## config.mk

```make
export PLATFORM = sky130hd
export DESIGN_NAME = sadd64_pair
export DESIGN_NICKNAME = d
export VERILOG_FILES = /design/src/rtl/sadd_pkg.sv /design/src/rtl/sadd_lo_unit.sv /design/src/rtl/sadd_hi_unit.sv /design/src/rtl/sadd64_pair.sv
export SDC_FILE = /design/constraint.sdc
export NUM_CORES = 1
export LEC_CHECK = 0
export BUFFER_PORTS_ARGS = -buffer_cell sky130_fd_sc_hd__buf_2
export CAP_MARGIN = 20
export CORE_UTILIZATION = 50
export DETAILED_ROUTE_END_ITERATION = 6
export PLACE_DENSITY = 0.87
export SLEW_MARGIN = 30
export SYNTH_ARGS = -nofsm -noshare
export SYNTH_HDL_FRONTEND = slang
export SYNTH_HIERARCHICAL = 1
export SYNTH_SLANG_ARGS = --single-unit
```

## constraint.sdc

```tcl
create_clock -name clk_i -period 0.8 [get_ports clk_i]
set_input_delay 0.2 -clock clk_i [delete_from_list [all_inputs] [get_ports clk_i]]
set_output_delay 0.2 -clock clk_i [all_outputs]
set_load 0.1 [all_outputs]
```

## src/rtl/sadd_pkg.sv

```systemverilog
package sadd_pkg;
  localparam int HALF_W  = 32;
  localparam int SH_W    = 3;
  localparam int SPILL_W = (1 << SH_W) - 1;
  localparam int FULL_W  = 2 * HALF_W;

  typedef enum logic [1:0] {
    MODE_FULL = 2'b00,
    MODE_ZEXT = 2'b01,
    MODE_SEXT = 2'b10,
    MODE_ALT  = 2'b11
  } mode_e;

  // low-to-high forwarding, combinational within the pair
  typedef struct packed {
    logic [SH_W-1:0]    shamt;
    logic [SPILL_W-1:0] spill;
    logic               fill;
    logic               use_hi;
    logic               carry;
  } side_t;
endpackage

```

## src/rtl/sadd_lo_unit.sv

```systemverilog
module sadd_lo_unit
  import sadd_pkg::*;
(
  input  logic [HALF_W-1:0] a_i,
  input  logic [HALF_W-1:0] b_i,
  input  mode_e             mode_i,
  input  logic [SH_W-1:0]   shamt_i,
  output logic [HALF_W-1:0] sum_o,
  output side_t             side_o
);
  localparam int WIDE_W = HALF_W + SPILL_W;

  logic [WIDE_W-1:0] wide;
  logic              carry;

  always_comb begin
    wide = {{SPILL_W{1'b0}}, b_i} << shamt_i;
    {carry, sum_o} = {1'b0, a_i} + {1'b0, wide[HALF_W-1:0]};
    side_o.shamt  = shamt_i;
    side_o.spill  = wide[WIDE_W-1:HALF_W];
    side_o.fill   = (mode_i == MODE_SEXT) && b_i[HALF_W-1];
    side_o.use_hi = (mode_i == MODE_FULL) || (mode_i == MODE_ALT);
    side_o.carry  = carry;
  end
endmodule

```

## src/rtl/sadd_hi_unit.sv

```systemverilog
module sadd_hi_unit
  import sadd_pkg::*;
(
  input  logic [HALF_W-1:0] a_i,
  input  logic [HALF_W-1:0] b_i,
  input  side_t             side_i,
  output logic [HALF_W-1:0] sum_o
);
  logic [HALF_W-1:0] word;
  logic [HALF_W-1:0] upper;

  always_comb begin
    // upper word of the 64-bit offset before shifting
    word  = side_i.use_hi ? b_i : {HALF_W{side_i.fill}};
    upper = (word << side_i.shamt) | {{(HALF_W-SPILL_W){1'b0}}, side_i.spill};
    sum_o = a_i + upper + {{(HALF_W-1){1'b0}}, side_i.carry};
  end
endmodule

```

## src/rtl/sadd64_pair.sv

```systemverilog
module sadd64_pair
  import sadd_pkg::*;
(
  input  logic              clk_i,
  input  logic              rst_ni,
  input  logic              pair_valid_i,
  input  logic [1:0]        mode_i,
  input  logic [SH_W-1:0]   shamt_i,
  input  logic [HALF_W-1:0] src1_lo_i,
  input  logic [HALF_W-1:0] src1_hi_i,
  input  logic [HALF_W-1:0] src2_lo_i,
  input  logic [HALF_W-1:0] src2_hi_i,
  output logic              valid_o,
  output logic [HALF_W-1:0] sum_lo_o,
  output logic [HALF_W-1:0] sum_hi_o
);
  logic [HALF_W-1:0] lo_sum, hi_sum;
  side_t             side;

  sadd_lo_unit u_lo (
    .a_i     (src1_lo_i),
    .b_i     (src2_lo_i),
    .mode_i  (mode_e'(mode_i)),
    .shamt_i (shamt_i),
    .sum_o   (lo_sum),
    .side_o  (side)
  );

  sadd_hi_unit u_hi (
    .a_i    (src1_hi_i),
    .b_i    (src2_hi_i),
    .side_i (side),
    .sum_o  (hi_sum)
  );

  always_ff @(posedge clk_i or negedge rst_ni) begin
    if (!rst_ni) begin
      valid_o  <= 1'b0;
      sum_lo_o <= '0;
      sum_hi_o <= '0;
    end else begin
      valid_o <= pair_valid_i;
      if (pair_valid_i) begin
        sum_lo_o <= lo_sum;
        sum_hi_o <= hi_sum;
      end
    end
  end

  p_valid_r2: assert property (@(posedge clk_i) disable iff (!rst_ni)
    pair_valid_i |=> valid_o);
  p_idle_r2: assert property (@(posedge clk_i) disable iff (!rst_ni)
    !pair_valid_i |=> !valid_o);
  p_hold_r9: assert property (@(posedge clk_i) disable iff (!rst_ni)
    !pair_valid_i |=> $stable(sum_lo_o) && $stable(sum_hi_o));
  p_full_r4: assert property (@(posedge clk_i) disable iff (!rst_ni)
    pair_valid_i && (mode_i == 2'b00) |=>
      {sum_hi_o, sum_lo_o} ==
      $past({src1_hi_i, src1_lo_i} + ({src2_hi_i, src2_lo_i} << shamt_i)));
  p_alt_r10: assert property (@(posedge clk_i) disable iff (!rst_ni)
    pair_valid_i && (mode_i == 2'b11) |=>
      {sum_hi_o, sum_lo_o} ==
      $past({src1_hi_i, src1_lo_i} + ({src2_hi_i, src2_lo_i} << shamt_i)));
  p_zext_r5: assert property (@(posedge clk_i) disable iff (!rst_ni)
    pair_valid_i && (mode_i == 2'b01) |=>
      {sum_hi_o, sum_lo_o} ==
      $past({src1_hi_i, src1_lo_i} + ({{HALF_W{1'b0}}, src2_lo_i} << shamt_i)));
  p_sext_r6: assert property (@(posedge clk_i) disable iff (!rst_ni)
    pair_valid_i && (mode_i == 2'b10) |=>
      {sum_hi_o, sum_lo_o} ==
      $past({src1_hi_i, src1_lo_i} +
            ({{HALF_W{src2_lo_i[HALF_W-1]}}, src2_lo_i} << shamt_i)));
  p_low_r3: assert property (@(posedge clk_i) disable iff (!rst_ni)
    pair_valid_i |=>
      sum_lo_o == $past(src1_lo_i + (src2_lo_i << shamt_i)));
endmodule

```

==> results.md, run 1 <==
- Run status: stopped before the end
- Failed at: global routing (5_1_grt)
- Halt Reason: [ERROR GRT-0232] Routing congestion too high. Check the congestion heatmap in the GUI.
- Worst_ep grt: sum_hi_o[16]$_DFFE_PN0P_/D
- Num CTS Buffers: 9
- Synth warn: 6
- Clock Root Buffer: clkbuf_16
- Top cells by area, synth: dfrtp_1 18%, mux2_4 10%, ha_1 8.9%
- Largest net degree at the start of global routing: 34
- Chip Width: 134.9 um
- Row cnt: 48
- Placer Congestion: 1.038
- Worst EP Category: register input
- I/O Buffers: 200
- Io pins: 201
- Post-synthesis instance area: 8827 um^2
- Number of enable flip-flop cells after synthesis: 0
- Netlist cell types: 78
- Area leader, netlist: dfrtp_1
- CTS Sinks: 65
- Starting Density: 0.5103
- Post-Synthesis Cells: 946
- Die Y: 134.9 um
- Syn nets: 1148
- H-tree depth: 3
- Syn_area_per_cell: 9.331 um^2
- Sequential-to-total area share from yosys stat: 0.1843
- Hpwl dp: 26050 um
- Main synth FF type: dfrtp_1
- Asr flop ratio synth: 1.000
- Placed cell areas: 13140 um^2
- Total track usage: 0.7546
- Grt total ovfl: 76
- Synth top area share: 0.1843
- Longest Clk Path Bufs: 2
- Seq cells post-synth: 65
## synthesized netlist by cell type (all sizes together), types with 25 or more instances
cell and n:
nor2 54, ha 63, inv 28, xnor2 37
a21oi 80, mux2 109, mux2i 64, clkbuf 25
o21ai 56, dfrtp 65, nand2 59, a21o 58
buf 34
## cells by family after synthesis
| logic type | synth area share |
|---|---|
| multiplexers | 0.2882 |
| flip-flops | 0.1843 |
| buffers and inverters | 0.05868 |
| AO/OA/AOI/OAI | 0.2118 |
| AND/OR/NAND/NOR | 0.1084 |
| XOR/XNOR | 0.05259 |
| adder cells (fa/ha/maj) | 0.09610 |
## per-layer routing
metal / GRT overflow / global-route usage
met1: 0 / 0.7516
met2: 30 / 0.9078
met3: 0 / 0.6201
met4: 46 / 0.7584
met5: 0 / 0.2833
## repair_timing
| item | in CTS |
|---|---|
| setup endpoints to repair | 129 |
| buffers inserted | 60 |
| resized for setup | 141 |
| pin swaps | 63 |
| endpoints found under the hold margin | 65 |
| hold buffers | 1 |
| cloned | 3 |
## metrics by stage
stage,instances,worst slack [ns]
global placement,1562,-3.967
detailed placement,1562,-4.293
CTS,1623,-3.611
floorplan,946,-3.731
==> run 2, diff against run 1 <==
CORE_UTILIZATION = 35   (was 50)
PLACE_DENSITY = unset   (was 0.87)
PLACE_DENSITY_LB_ADDON = 0.15   (was unset)
==> results.md, run 2 <==
- Syn_area_per_cell: 9.331 um^2
- Maxcap violations: 0
- Nets: 1640
- Num CTS Buffers: 9
- CTS Sinks: 65
- Top-count cell post-synth: a21oi_1
- CP endpoint kind: flop
- Iteration-0 DRC Markers: 417
- Clock-pin slew on the worst setup and hold paths: 0.06 ns
- Core area: 24530 um^2
- Most common cell after layout, fill and taps aside: buf_4
- Area leader, netlist: dfrtp_1
- Layout area overhead: 71.82%
- Main synth FF type: dfrtp_1
- Die ar.: 25860 um^2
- TritonCTS clock tree: done
- Peak supply drop: 2.579 mV
- CP Class: input port to flop
- Worst Hold Class: input port to flop
- Post-synthesis instance area: 8827 um^2
- Io pins: 201
- Critical path fanouts, max: 6
- Minimum clock period: 4.507 ns
- Largest net degree at the start of global routing: 42
- Netlist cell types: 78
- Final setup violation count: 129
- Failing checks: setup timing
- Final Max Slew Viols: 0
- Post-Synthesis Cells: 946
- Vias in the first global route: 9273
- Clock Skew: 0 ns
- Synth warn: 6
- Filler cells: 2115
- Final Routed Wirelength: 30950 um
- Antenna violations before repair: 1
- Chip Width: 160.8 um
- RSZ-0062 raised after global routing: true
- Pwr Total: 0.04433 W
- Post-detailed-route count of antenna-violating nets: 0
- Longest Clk Path Bufs: 2
- Hold Worst Slack: 0.2549 ns
- Relative slew margins: 0.6123
- First-pass GRT wire length: 48290 um
- Seq cells post-synth: 65
- Clock Latency Late Sink: 0.33 ns
- Largest registers: sum_hi_o x32, sum_lo_o x32, valid_o x1
- Starting Density: 0.3598
- Fin crit share: 5.633
- Hpwl dp: 24060 um
- Final setup margin: -3.707 ns
- H-tree depth: 3
- Final Hold Fails: 0
- Leakage: 7.229 nW
- Synth cell count leaders: 77 x a21oi_1, 65 x dfrtp_1, 64 x mux2i_1
- Total track usage: 0.2339
- Crit path launch type: input port
- CP Data Required Time: 1.02 ns
- Row cnt: 57
- Synth top area share: 0.1843
- Clock Root Buffer: clkbuf_16
- Vias post-DR: 9211
- Routed vias/inst: 5.204
- Placed cell areas: 13480 um^2
- I/O Buffers: 200
- Pwr dens: 2923 nW/um^2
- Residual DRC: 0
- Layout cells sized above 1: 0.6237
- Run status: finished with violations
- Most frequent cells in the layout: 299 x buf_4, 132 x buf_2, 78 x mux2_4
- Placement Setup Slack: -4.224 ns
- Placer Congestion: 0.9651
- Number of enable flip-flop cells after synthesis: 0
- Sequential-to-total area share from yosys stat: 0.1843
- Slew @ Worst Pin: 0.5669 ns
- Peak Freq: 0.2219 GHz
- Cell area after layout: 15170 um^2
- Top cells by area, synth: dfrtp_1 18%, mux2_4 10%, ha_1 8.9%
- Die Y: 160.8 um
- DR pass1 iterations: 5
- DR WL/cell: 17.48 um
- WP data arrival: 4.73 ns
- Grt total ovfl: 0
- Syn nets: 1148
- Asr flop ratio synth: 1.000
## run 2: routing by layer
metal | vias up | wire [um] | global-route usage | part of all wire
met1 | 4427 | 14640 | 0.3272 | 0.47
li1 | 4516 | - | - | -
met3 | 38 | 1346 | 0.02815 | 0.043
met5 | - | 0 | 0 | 0
met2 | 230 | 14320 | 0.3772 | 0.46
met4 | 0 | 640 | 0.06690 | 0.021
## run 2: what timing repair did
action,in CTS,in global routing
buffers inserted,55,26
pin swaps,73,38
gates resized for setup,155,48
endpoints found under the setup margin,129,129
endpoints found under the hold margin,65,0
hold buffers,1,0
cloned,0,0
## run 2: worst paths after layout
check	startpoint	endpoint	slack [ns]	cells after the start
worst max-delay path	shamt_i[1]	sum_hi_o[28]$_DFFE_PN0P_	-3.71	26
worst min-delay path	src1_lo_i[0]	sum_lo_o[0]$_DFFE_PN0P_	0.25	3
worst max register to register	sum_lo_o[20]$_DFFE_PN0P_	sum_lo_o[20]$_DFFE_PN0P_	-0.31	3
worst min register to register	sum_hi_o[23]$_DFFE_PN0P_	sum_hi_o[23]$_DFFE_PN0P_	0.59	1
max in group asynchronous	rst_ni	sum_hi_o[4]$_DFFE_PN0P_	0.16	3
min in group asynchronous	rst_ni	sum_lo_o[11]$_DFFE_PN0P_	0.38	3
## run 2: metrics by stage
stage / utilization / cells / setup TNS (ns)
finish: 0.6182 / 1770 / -193.66
global route: 0.6179 / 1767 / -202.30
CTS: 0.6015 / 1747 / -189.66
detailed placement: 0.5494 / 1696 / -199.96
global placement: 0.5494 / 1696 / -196.10
floorplan: - / 946 / -164.35
## run 2: logic make-up (layout without fill, tap and decap cells)
group	Yosys count	after routing	synth area share
buf+inv	90	587	0.05868
flops	65	65	0.1843
simple gates	197	197	0.1084
fa+ha+maj	66	66	0.09610
xor+xnor	53	53	0.05259
mux	193	193	0.2882
compound gates	282	282	0.2118
other cells	0	3	0
## run 2: critical path, stage by stage
cell      delay, ns
buf_12         0.12
buf_8          0.12
buf_6          0.12
mux2i_2        0.18
nand2_1        0.10
o21ai_1        0.17
o22ai_1        0.17
ha_1           0.33
o21ai_2        0.08
o21bai_2       0.10
o211a_4        0.25
o41ai_4        0.38
a21oi_2        0.15
o31ai_4        0.28
o21ai_1        0.11
inv_1          0.09
fa_2           0.23
fa_2           0.20
nand2b_4       0.14
a21oi_4        0.05
or2_4          0.25
a21oi_4        0.22
o21ai_4        0.11
a21oi_2        0.20
xnor2_1        0.09
mux2_4         0.26
## run 2: power by group
| part | switching [W] | internal, W | leakage [nW] | total [W] |
|---|---|---|---|---|
| logic | 0.0183 | 0.0150 | 6.40 | 0.0333 |
| registers | 0.00165 | 0.00563 | 0.700 | 0.00728 |
| clock network | 0.00166 | 0.00209 | 0.130 | 0.00375 |
## run 2: area by class of cell
| cell class | instances | area [um^2] | area share |
|---|---|---|---|
| clock buffer | 12 | 236.5 | 0.01559 |
| timing repair buffer | 541 | 4801 | 0.3165 |
| antenna | 3 | 7.507 | 0.0004950 |
| inverter | 30 | 112.6 | 0.007425 |
| multi-input combinational | 791 | 7714 | 0.5086 |
| sequential | 65 | 1871 | 0.1233 |
| tap | 324 | 405.4 | 0.02673 |
| clock inverter | 4 | 20.02 | 0.001320 |
(Power assumes the default switching activity.)
==> run 3, diff against run 2 <==
BUFFER_PORTS_ARGS = -buffer_cell sky130_fd_sc_hd__buf_4   (was -buffer_cell sky130_fd_sc_hd__buf_2)
==> results.md, run 3 (same netlist as run 2, synthesis figures left out) <==
- Run status: finished with violations
- Failing checks: setup timing
- Residual DRC: 0
- Layout area overhead: 77.62%
- Minimum clock period: 4.485 ns
- Final Routed Wirelength: 31680 um
- Met1 Use GR: 0.3180
- CP most frequent cell: a21oi_4
- Placer Congestion: 0.9724
- Io pins: 201
- Final setup violation count: 129
- Slew @ Worst Pin: 0.4837 ns
- CP Data Required Time: 1.04 ns
- TritonCTS clock tree: done
- Crit. Startpoint: shamt_i[1]
- Grt total ovfl: 0
- DR pass1 iterations: 5
- Die Y: 160.8 um
- Reg2reg end: sum_hi_o[2]$_DFFE_PN0P_
- Die ar.: 25860 um^2
- Most common cell after layout, fill and taps aside: buf_4
- WP depth: 23
- Critical Path, Cell by Cell: buf_12 > buf_12 > mux2_4 > mux4_2 > ha_4 > and4_4 > o211a_4 > o41ai_4 > buf_4 > a21oi_4 > o31ai_4 > o21ai_1 > inv_1 > fa_2 > fa_2 > nand2b_4 > a21oi_4 > or2_4 > a21oi_4 > o21ai_4 > a21oi_2 > xnor2_1 > mux2_4
- Post-detailed-route count of antenna-violating nets: 0
- Final setup TNS: -194.79 ns
- Vias in the first global route: 9495
- Worst Hold Class: input port to async pin
- Leakage: 7.363 nW
- RR Startpoint: sum_hi_o[2]$_DFFE_PN0P_
- Longest Clk Path Bufs: 2
- Clock Root Buffer: clkbuf_16
- Crit path buffers/inverters: 4
- Critical path fanouts, max: 8
- Inst Count DP: 1686
- Largest net degree at the start of global routing: 46
- Largest registers: sum_hi_o x32, sum_lo_o x32, valid_o x1
- Reg2reg path depth: 3
- Core area: 24530 um^2
- Placed cell areas: 12960 um^2
- Clock Latency Late Sink: 0.34 ns
- Most Crowded Layer GR: met2
- Pwr Total: 0.04503 W
- Setup slack, reg-to-reg: -0.32 ns
- CP Capture Point: sum_hi_o[28]$_DFFE_PN0P_
- Hpwl dp: 24260 um
- Fin crit share: 5.606
- Clock Skew: 0 ns
- Vias post-DR: 9220
- Met2 usage: 0.4006
- RSZ-0062 raised after global routing: true
- CP Class: input port to flop
- Routed vias/inst: 5.218
- Final setup margin: -3.685 ns
- Peak Freq: 0.2230 GHz
- Clock-pin slew on the worst setup and hold paths: 0.06 ns
- Final Max Slew Viols: 0
- Pwr dens: 2872 nW/um^2
- Most frequent cells in the layout: 430 x buf_4, 76 x mux2_4, 75 x buf_12
- CTS Sinks: 65
- Chip Width: 160.8 um
- CP endpoint kind: flop
- DR WL/cell: 17.93 um
- Final Hold Fails: 0
- First-pass GRT wire length: 49450 um
- M3 GR Usage: 0.04132
- Number of diodes: 0
- I/O Buffers: 200
- Total track usage: 0.2427
- Cell area after layout: 15680 um^2
- Crit path largest cell delay: 0.52 ns
- WP data arrival: 4.72 ns
- Crit path launch type: input port
- Antenna violations before repair: 0
- Row cnt: 57
- Layout cells sized above 1: 0.6334
- Delay-heaviest family, CP: compound AO/OA/AOI/OAI gates
- Maxcap violations: 0
- Slowest cell on crit path: mux4_2
- Peak supply drop: 2.890 mV
- H-tree depth: 3
- Nets: 1640
- Relative slew margins: 0.6692
- Num CTS Buffers: 9
- Non-Filler Instances: 1767
- Starting Density: 0.3598
- Iteration-0 DRC Markers: 453
[run 3: what timing repair did]
item                                    4_1_cts  5_1_grt
endpoints found under the setup margin      129      129
pin swaps                                    67       73
hold buffers                                  1        0
endpoints found under the hold margin        65        0
buffers inserted                             54       38
gates resized for setup                     341       76
[run 3: how the worst min path moves through the flow]
stage                               end  slack (ns)  cells past startpoint
4_1_cts        sum_lo_o[10]$_DFFE_PN0P_        0.20                      2
5_1_grt        sum_lo_o[10]$_DFFE_PN0P_        0.22                      2
3_3_place_gp   sum_lo_o[11]$_DFFE_PN0P_        0.04                      1
2_1_floorplan   sum_hi_o[0]$_DFFE_PN0P_        -0.1                      0
3_5_place_dp   sum_lo_o[10]$_DFFE_PN0P_        0.04                      1
6_report       sum_lo_o[10]$_DFFE_PN0P_        0.21                      2
[run 3: area by class of cell]
| type | count | area (um^2) |
|---|---|---|
| inverters | 30 | 116.4 |
| fillers | 1995 | 8855 |
| repair buffers | 541 | 5134 |
| clock buffers | 10 | 229.0 |
| flip-flops and latches | 65 | 1871 |
| well taps | 324 | 405.4 |
| clock inverters | 6 | 35.03 |
| multi-input cells | 791 | 7889 |
[run 3: power by group]
part           internal (W)  total, W  switching (W)
clock               0.00208   0.00376        0.00169
sequential          0.00563   0.00724        0.00161
combinational        0.0153    0.0340         0.0187
[run 3: stage by stage]
step                  util  hold slack [ns]  setup WS (ns)
global route        0.6391           0.2161         -3.791
CTS                 0.6169           0.2049         -3.668
finish              0.6391           0.2115         -3.685
floorplan                -         -0.09557         -3.731
detailed placement  0.5283          0.04156         -4.230
global placement    0.5283          0.04211         -4.131
[run 3: layer usage]
metal / share of wire / wire (um)
met2: 0.47 / 14890
met3: 0.044 / 1409
met1: 0.46 / 14440
met4: 0.030 / 942
met5: 0 / 0
[run 3: worst reg2reg max path, stage by stage (launching register included)]
cell and delay (ns):
dfrtp_4 0.48, buf_4 0.14, buf_4 0.12, mux2_4 0.25
==> run 4, diff against run 3 <==
CELL_PAD_IN_SITES_DETAIL_PLACEMENT = 1   (was unset)
CELL_PAD_IN_SITES_GLOBAL_PLACEMENT = 1   (was unset)
SLEW_MARGIN = 20   (was 30)
SYNTH_HIERARCHICAL = unset   (was 1)
==> results.md, run 4 <==
- Most common cell after layout, fill and taps aside: buf_4
- Num CTS Buffers: 9
- Synth top area share: 0.2063
- Crit path launch type: input port
- Relative slew margins: 0.6058
- Synth warn: 0
- Hpwl dp: 24970 um
- Total track usage: 0.3192
- Sw Pwr: 0.02175 W
- Vias in the first global route: 10149
- Starting Density: 0.3591
- Area leader, netlist: dfrtp_1
- Most frequent cells in the layout: 410 x buf_4, 87 x mux2i_1, 74 x buf_12
- Placement Setup Slack: -4.513 ns
- Placer Congestion: 0.8832
- Number of diodes: 0
- Core area: 21960 um^2
- Vias post-DR: 9530
- Leakage: 6.910 nW
- Critical path fanouts, max: 6
- Final Routed Wirelength: 43130 um
- Clock-pin slew on the worst setup and hold paths: 0.07 ns
- Final setup margin: -4.140 ns
- Netlist cell types: 74
- First-pass GRT wire length: 56880 um
- Share of power burned in registers: 0.162
- Largest registers: sum_hi_o x32, sum_lo_o x32, valid_o x1
- Largest net degree at the start of global routing: 52
- Peak supply drop: 2.540 mV
- Met2 usage: 0.5992
- Sw Share: 0.5003
- I/O Buffers: 200
- DR pass1 iterations: 7
- Top-count cell post-synth: a21oi_1
- Clock Latency Late Sink: 0.35 ns
- Asr flop ratio synth: 1.000
- WP data arrival: 5.20 ns
- Worst Hold Class: input port to flop
- DR WL/cell: 26.48 um
- Int Pwr: 0.02172 W
- Post-Synthesis Cells: 859
- Syn_area_per_cell: 9.179 um^2
- Worst hold path stage count: 2
- Layout cells sized above 1: 0.6434
- Post-detailed-route count of antenna-violating nets: 0
- Maxcap violations: 0
- Io pins: 201
- Routed vias/inst: 5.850
- Sequential-to-total area share from yosys stat: 0.2063
- H-tree depth: 3
- Nets: 1546
- Clock network power share: 0.100
- Inst Count DP: 1561
- Comb power frac: 0.738
- Syn nets: 1060
- Clock Root Buffer: clkbuf_16
- Pwr dens: 2901 nW/um^2
- Chip Width: 152.1 um
- Met1 Use GR: 0.3593
- Iteration-0 DRC Markers: 566
- Layout area overhead: 90.07%
- Top cells by area, synth: dfrtp_1 21%, mux2i_1 11%, mux2_2 11%
- Most Crowded Layer GR: met2
- Final Max Slew Viols: 0
- TritonCTS clock tree: done
- M3 GR Usage: 0.04535
- Peak Freq: 0.2024 GHz
- Failing checks: DRC, setup timing
- Post-synthesis instance area: 7885 um^2
- Clock Skew: 0 ns
- Row cnt: 54
- Slew @ Worst Pin: 0.5852 ns
- Number of enable flip-flop cells after synthesis: 0
- Die Y: 152.1 um
- CP endpoint kind: flop
- Antenna violations before repair: 0
- Main synth FF type: dfrtp_1
- Fin crit share: 6.175
- Longest Clk Path Bufs: 2
- CP Class: input port to flop
- Final Hold Fails: 0
- Synth cell count leaders: 99 x a21oi_1, 90 x mux2i_1, 74 x mux2_2
- RSZ-0062 raised after global routing: true
- Final setup violation count: 129
- Grt total ovfl: 0
- Die ar.: 23130 um^2
- Run status: finished with violations
- Placed cell areas: 12170 um^2
- Residual DRC: 26
- CP Data Required Time: 1.06 ns
- Non-Filler Instances: 1629
- CTS Sinks: 65
- Minimum clock period: 4.940 ns
- Seq cells post-synth: 65
- Cell area after layout: 14990 um^2
- Reg2reg path depth: 3
## run 4: cell types whose count changed in the layout (fill, tap and decap cells not counted), sizes merged, moves of 4 or more
cell and delta:
a21o -34, mux2 -34, mux2i +26, a21oi +21
o21ai -15, buf -13, nor2 -12, a31oi -6
nor3 -6, nand3 +5, a211oi +4, nand2b -4
## run 4: critical path, cell delays in order
cell and delay, ns:
buf_12 0.11, buf_6 0.14, buf_4 0.13, mux2_2 0.36
mux4_2 0.51, ha_4 0.32, nand3_1 0.15, o2111ai_1 0.24
a21oi_2 0.10, a21boi_4 0.16, o21ai_2 0.19, a31oi_2 0.15
o21ai_1 0.18, a21oi_1 0.10, fa_2 0.37, nand2b_4 0.18
a21oi_4 0.18, o2111ai_4 0.17, a21oi_4 0.28, o21ai_4 0.11
a211oi_4 0.34, o31ai_2 0.11, a21o_1 0.18, a31o_2 0.23
## run 4: area by class of cell
cell class	count	area [um^2]
Fill cell	2230	6972
Clock buffer	12	256.5
Clock inverter	3	40.04
Sequential cell	65	1871
Multi-Input combinational cell	714	7276
Timing Repair Buffer	528	5077
Inverter	27	116.4
Tap cell	280	350.3
## run 4: repair_timing
action                                  4_1_cts  5_1_grt
pin swaps                                    70       62
endpoints found under the hold margin        65        0
cloned                                        1        0
setup buffers                                32       36
resized for setup                           340      108
endpoints found under the setup margin      129      129
hold buffers                                  1        0
## run 4: logic make-up (layout without fill, tap and decap cells)
kind of cell               after synthesis  count (layout)  share of synthesized area
adders and majority gates               65              65                     0.1050
xor gates and xnor gates                53              53                    0.05887
muxes                                  186             186                     0.2818
buffers and inverters                   80             570                    0.03856
and+or+nand+nor                        168             168                    0.09933
DFF                                     65              65                     0.2063
AOI/OAI and AO/OA                      242             242                     0.2101
## run 4: per-layer routing
metal,share of wire,wire length (um)
met3,0.052,2245
met2,0.52,22220
met5,0,0
met1,0.38,16250
met4,0.056,2424
## run 4: through the flow
step | utilization | hold slack (ns) | total power, W | setup TNS, ns
CTS | 0.6495 | 0.1659 | 0.04078 | -194.07
global route | 0.6825 | 0.1852 | 0.04473 | -214.23
floorplan | - | -0.09557 | 0.02318 | -180.73
detailed placement | 0.5542 | 0.1809 | 0.03065 | -209.90
finish | 0.6825 | 0.1834 | 0.04347 | -208.35
global placement | 0.5542 | 0.1802 | 0.03009 | -204.08
## run 4: final timing paths
kind / start / end / slack, ns
min: pair_valid_i / valid_o$_DFF_PN0_ / 0.18
max: shamt_i[1] / sum_hi_o[30]$_DFFE_PN0P_ / -4.14
min reg2reg: sum_hi_o[7]$_DFFE_PN0P_ / sum_hi_o[7]$_DFFE_PN0P_ / 0.59
max in group asynchronous: rst_ni / sum_hi_o[28]$_DFFE_PN0P_ / 0.19
max reg2reg: sum_lo_o[16]$_DFFE_PN0P_ / sum_lo_o[16]$_DFFE_PN0P_ / -0.33
min in group asynchronous: rst_ni / sum_lo_o[25]$_DFFE_PN0P_ / 0.36
## run 4: power groups by stage
stage          Sequential (W)  Combinational (W)  Clock, W
4_1_cts               0.00693             0.0295   0.00437
6_report              0.00705             0.0321   0.00433
2_1_floorplan          0.0159            0.00724         0
3_3_place_gp          0.00616             0.0239         0
5_1_grt               0.00720             0.0331   0.00447
3_5_place_dp          0.00622             0.0244         0
